### config.mk
export PLATFORM = sky130hd
export DESIGN_NAME = adc_frame_reader
export DESIGN_NICKNAME = d
export VERILOG_FILES = /design/src/rtl/adc_frame_reader.sv
export SDC_FILE = /design/constraint.sdc
export NUM_CORES = 1
export LEC_CHECK = 0
export BUFFER_PORTS_ARGS = -buffer_cell sky130_fd_sc_hd__buf_2
export CAP_MARGIN = 20
export CORE_MARGIN = 3
export CORE_UTILIZATION = 45
export CTS_BUF_LIST = sky130_fd_sc_hd__clkbuf_4 sky130_fd_sc_hd__clkbuf_8
export DETAILED_ROUTE_END_ITERATION = 12
export GPL_TIMING_DRIVEN = 1
export PLACE_DENSITY = 0.73
export SLEW_MARGIN = 0
export SYNTH_ARGS = -nofsm -noshare
export SYNTH_HDL_FRONTEND = slang
export SYNTH_SLANG_ARGS = --single-unit
### constraint.sdc
create_clock -name clk -period 2.2 [get_ports clk]
set_input_delay 0.33 -clock clk [delete_from_list [all_inputs] [get_ports clk]]
set_output_delay 0.33 -clock clk [all_outputs]
set_load 0.05 [all_outputs]
### src/rtl/adc_frame_reader.sv
module adc_frame_reader #(
  parameter int DIV_W = 8,
  parameter int NW    = 6
) (
  input  logic             clk,
  input  logic             rst_n,
  input  logic             enable,
  input  logic [DIV_W-1:0] clk_div,
  input  logic             wide_words,
  input  logic             drdy_n,
  input  logic             miso,
  output logic             sclk,
  output logic             cs_n,
  output logic             mosi,
  output logic             word_valid,
  output logic [31:0]      word_data,
  output logic [2:0]       word_idx,
  output logic             overrun
);
  localparam int CW = $clog2(NW + 1);

  logic             s1, s2, s3;
  logic             busy, primed, drop, wide;
  logic [DIV_W-1:0] div_l, cnt;
  logic [5:0]       bcnt;
  logic [CW-1:0]    wcnt;
  logic [31:0]      sh;

  wire        fall  = s3 & ~s2;
  wire [5:0]  wlast = wide ? 6'd31 : 6'd23;
  wire [31:0] full  = {sh[30:0], miso};
  wire [31:0] ext   = wide ? full : {{8{full[23]}}, full[23:0]};

  assign cs_n = ~busy;
  assign mosi = 1'b0;

  always_ff @(posedge clk or negedge rst_n) begin
    if (!rst_n) begin
      s1 <= 1'b1; s2 <= 1'b1; s3 <= 1'b1;
      busy <= 1'b0; primed <= 1'b0; drop <= 1'b0; wide <= 1'b0;
      div_l <= '0; cnt <= '0; bcnt <= '0; wcnt <= '0; sh <= '0;
      sclk <= 1'b0; word_valid <= 1'b0; word_data <= '0; word_idx <= '0;
      overrun <= 1'b0;
    end else begin
      s1 <= drdy_n; s2 <= s1; s3 <= s2;
      word_valid <= 1'b0;
      overrun    <= 1'b0;
      if (!enable) primed <= 1'b0;
      if (!busy) begin
        sclk <= 1'b0;
        if (enable && fall) begin
          busy  <= 1'b1;
          drop  <= ~primed;
          wide  <= wide_words;
          div_l <= clk_div;
          cnt   <= clk_div;
          bcnt  <= '0;
          wcnt  <= '0;
        end
      end else begin
        if (fall) overrun <= 1'b1;
        if (cnt != '0) begin
          cnt <= cnt - 1'b1;
        end else begin
          cnt <= div_l;
          if (sclk) begin
            sclk <= 1'b0;
            sh   <= full;
            if (bcnt == wlast) begin
              bcnt       <= '0;
              wcnt       <= wcnt + 1'b1;
              word_valid <= ~drop;
              word_idx   <= 3'(wcnt);
              word_data  <= ext;
            end else begin
              bcnt <= bcnt + 1'b1;
            end
          end else if (wcnt == CW'(NW)) begin
            busy <= 1'b0;
            if (enable) primed <= 1'b1;
          end else begin
            sclk <= 1'b1;
          end
        end
      end
    end
  end

  a_r1_start_enabled: assert property (@(posedge clk) disable iff (!rst_n)
    $fell(cs_n) |-> $past(enable));
  a_r2_cs_hold: assert property (@(posedge clk) disable iff (!rst_n)
    (!cs_n && wcnt < CW'(NW)) |=> !cs_n);
  a_r3_sclk_idle: assert property (@(posedge clk) disable iff (!rst_n)
    cs_n |-> !sclk);
  a_r6_idx_range: assert property (@(posedge clk) disable iff (!rst_n)
    word_valid |-> word_idx < 3'(NW));
  a_r6_one_cycle: assert property (@(posedge clk) disable iff (!rst_n)
    word_valid |=> !word_valid);
  a_r8_overrun_busy: assert property (@(posedge clk) disable iff (!rst_n)
    overrun |-> $past(!cs_n));
endmodule

==> key figures <==
STA
  – Clock Skews: 0.0164 ns
  – Worst-margin pin slew: 0.778 ns
  – Final min period: 2.05 ns
  – Final Hold Vio Count: 0
  – Final worst-path cycle share: 0.932
  – Final-report setup violation count: 0
  – Slew Limit Fails: 0
  – Maximum clock rate: 488 MHz
  – TNS Setup: 0 ns
  – RSZ-0062 raised after global routing: false
  – Slew HR: 0.479

Synthesis
  – Syn_nets: 425
  – Area contributors post-synth: dfrtp_1 (55%), nand2_1 (11%), mux2_4 (9.0%), mux2i_1 (2.2%), a21oi_1 (1.9%)
  – Synth Flop Type: dfrtp_1
  – Synth Area in Adders: 0.0139
  – Mean Syn Cell Area: 11.0 sq um
  – Cells after Synth: 406
  – Top cells by count, synth: nand2_1 (132), dfrtp_1 (98), mux2_4 (27)
  – Simple-gate share of the synthesized area: 0.185
  – Yosys top cell by area: dfrtp_1
  – Mux cell area share after synthesis: 0.123
  – Cell Area, Synth: 4490 sq um
  – EDFF count, synth: 0
  – Synth unique cells: 47
  – Yosys warnings: 0
  – Most common cell in the netlist: nand2_1
  – XOR/XNOR Fraction of Synth Area: 0.00586
  – Largest family of logic cells by synthesized area: simple AND/OR/NAND/NOR gates
  – Compound-Gate Fraction of Synth Area: 0.0720
  – #FFs+latches synth: 101
  – Seq/Total Area, Yosys: 0.564
  – Post-synthesis async set-or-reset flop share: 1.00
  – Post-synth top area share: 0.547

Clock network
  – Reg clk slew, reported paths: 0.10 ns
  – CTS root buf: clkbuf_8
  – TritonCTS clock tree: built
  – CTS Sinks: 101
  – Skew-Pair Late Insertion Delay: 0.37 ns
  – H-tree lvl count: 3
  – Inserted Clock Buffers: 9
  – Postcts setup bufs: 0
  – CTS Buffer Depth: 2

Layout
  – Nets: 482
  – Non-filler instance count after layout: 597
  – Multi-input gate area: 1810 sq um
  – Register area: 2530 sq um
  – # fillers: 845
  – ANT cells: 0
  – Area grow syn2layout: 14.6%
  – Layout cells sized above 1: 0.276

Setup path
  – Worst setup SP type: flip-flop
  – CP Class: flip-flop to flip-flop
  – CP arrival: 2.29 ns
  – CP Capture Type: flip-flop
  – Max FO, Critical Path: 30
  – Worst Path Required: 2.44 ns

Power and ir drop
  – Pwr dens: 595 nW/um^2
  – Clock share of power: 0.364
  – Seq pwr share: 0.610
  – Sw Ratio: 0.239
  – Switching power: 731 uW
  – Worst vdd ir: 422 uV
  – Int Power: 2.33 mW
  – P_leak: 2.74 nW
  – Combinational Power Share: 0.026

Die
  – Die area: 11200 sq um
  – Die width: 106 um
  – Io pins: 54
  – Initial Util: 0.474
  – Die Y: 106 um
  – Core Area: 9460 sq um
  – Num rows: 35

Min path
  – Hold Path Class: input pin to flip-flop

Placed design
  – Routability cong.: 0.852
  – IO buf count: 52
  – DP Cell Count: 580
  – DP Wirelength: 6170 um

GRT
  – Largest net degree at the start of global routing: 51
  – GRT Overall Usage: 0.171
  – Grt ovf: 0
  – Vias in the first global route: 3077
  – Antenna violations before repair: 0
  – First-pass GRT wire length: 15600 um

Run
  – Max-Cap Viols: 0

Drt
  – DR vias: 3096
  – WL final: 8980 um
  – DRC: 0
  – First drt pass iteration count: 4
  – WL met1: 4300 um
  – Met3 wire len: 349 um
  – Top sig layer: met4
  – DR WL/cell: 15.0 um
  – DR vias/cell: 5.19
  – Antenna Nets Post-Route: 0
  – Iter 0 DRT Violations: 173
  – Routed met2 length: 4250 um

Outcome
  – Status: complete, no violations
## through the flow
step	instance area (sq um)	power, mW	hold WS, ns	setup WS (ns)	util
floorplan	4490	1.92	0.0344	0.145	-
global placement	4940	1.98	0.350	0.209	0.522
detailed placement	4940	1.98	0.354	0.144	0.522
CTS	5130	3.09	0.0447	0.119	0.543
global route	5140	3.17	0.0397	0.0140	0.544
finish	5140	3.06	0.0614	0.149	0.544
## logic make-up (layout without fill, tap and decap cells)
group / after synthesis / in the layout
AOI/OAI and AO/OA: 50 / 50
xor gates and xnor gates: 3 / 3
adders and majority gates: 5 / 5
buffers and inverters: 30 / 92
DFF: 101 / 101
muxes: 41 / 41
other: 1 / 1
and+or+nand+nor: 175 / 175
## state kept, by name, indices dropped and copies added, names as in the netlist
register	flops
busy	1
word_idx	3
sclk	1
cnt	8
sh	31
wide	1
drop	1
s2	1
div_l	8
wcnt	3
word_valid	1
s3	1
overrun	1
bcnt	6
primed	1
s1	1
word_data	32
## placed cells by master, fill, tap and decap left out, types with 3 or more instances in the layout
master    instances
a21oi_1          17
a31oi_1           3
a41oi_1           8
buf_12            3
buf_2            51
buf_4            14
clkbuf_8          9
dfrtp_1          98
dfstp_2           3
ha_1              4
inv_1             7
mux2_2            4
mux2_4           27
mux2i_1          10
nand2_1         132
nand3_1          10
nor2_1            6
nor4_1            3
o21ai_0           8
o31ai_1           3
xor2_1            3
## area by class of cell
cell class / instances / area share
Sequential cell: 101 / 0.492
Multi-Input combinational cell: 275 / 0.352
Timing Repair Buffer: 69 / 0.0837
Tap cell: 129 / 0.0314
Clock buffer: 10 / 0.0256
Clock inverter: 6 / 0.0102
Inverter: 7 / 0.00511
## power groups by stage
| stage | clock [mW] | combinational [mW] | sequential, mW |
|---|---|---|---|
| floorplan | 0 | 0.0150 | 1.91 |
| global placement | 0 | 0.0810 | 1.90 |
| detailed placement | 0 | 0.0825 | 1.90 |
| CTS | 1.14 | 0.0840 | 1.87 |
| global route | 1.21 | 0.0916 | 1.87 |
| finish | 1.11 | 0.0807 | 1.87 |
## worst paths after layout
path	from	to	slack, ns	cells after the start
max	cnt[0]	word_data[1]	0.15	7
min	drdy_n	s1	0.06	1
max reg2reg	cnt[0]	word_data[1]	0.15	7
min reg2reg	s1	s2	0.37	0
max in group asynchronous	rst_n	sh[28]	1.02	3
min in group asynchronous	rst_n	cnt[2]	0.51	2
## per-layer routing
layer / vias to the layer above / global-route usage
met5: - / 0
met4: 0 / 0.0463
met3: 9 / 0.0367
met2: 61 / 0.267
met1: 1528 / 0.241
li1: 1498 / -
## worst max-delay path: stages (launching register included)
cell	delay (ns)
dfrtp_1	0.43
inv_1	0.12
ha_2	0.21
nor4b_4	0.29
and3_4	0.27
nand2_2	0.07
buf_12	0.19
mux2_4	0.32
## what timing repair did
| action | 4_1_cts | 5_1_grt |
|---|---|---|
| hold buffers | 1 | 0 |
| resized for setup | 0 | 2 |
| hold endpoints to repair | 41 | 0 |
| setup endpoints to repair | 0 | 27 |
Note: power is estimated with default switching activity, not from simulation.
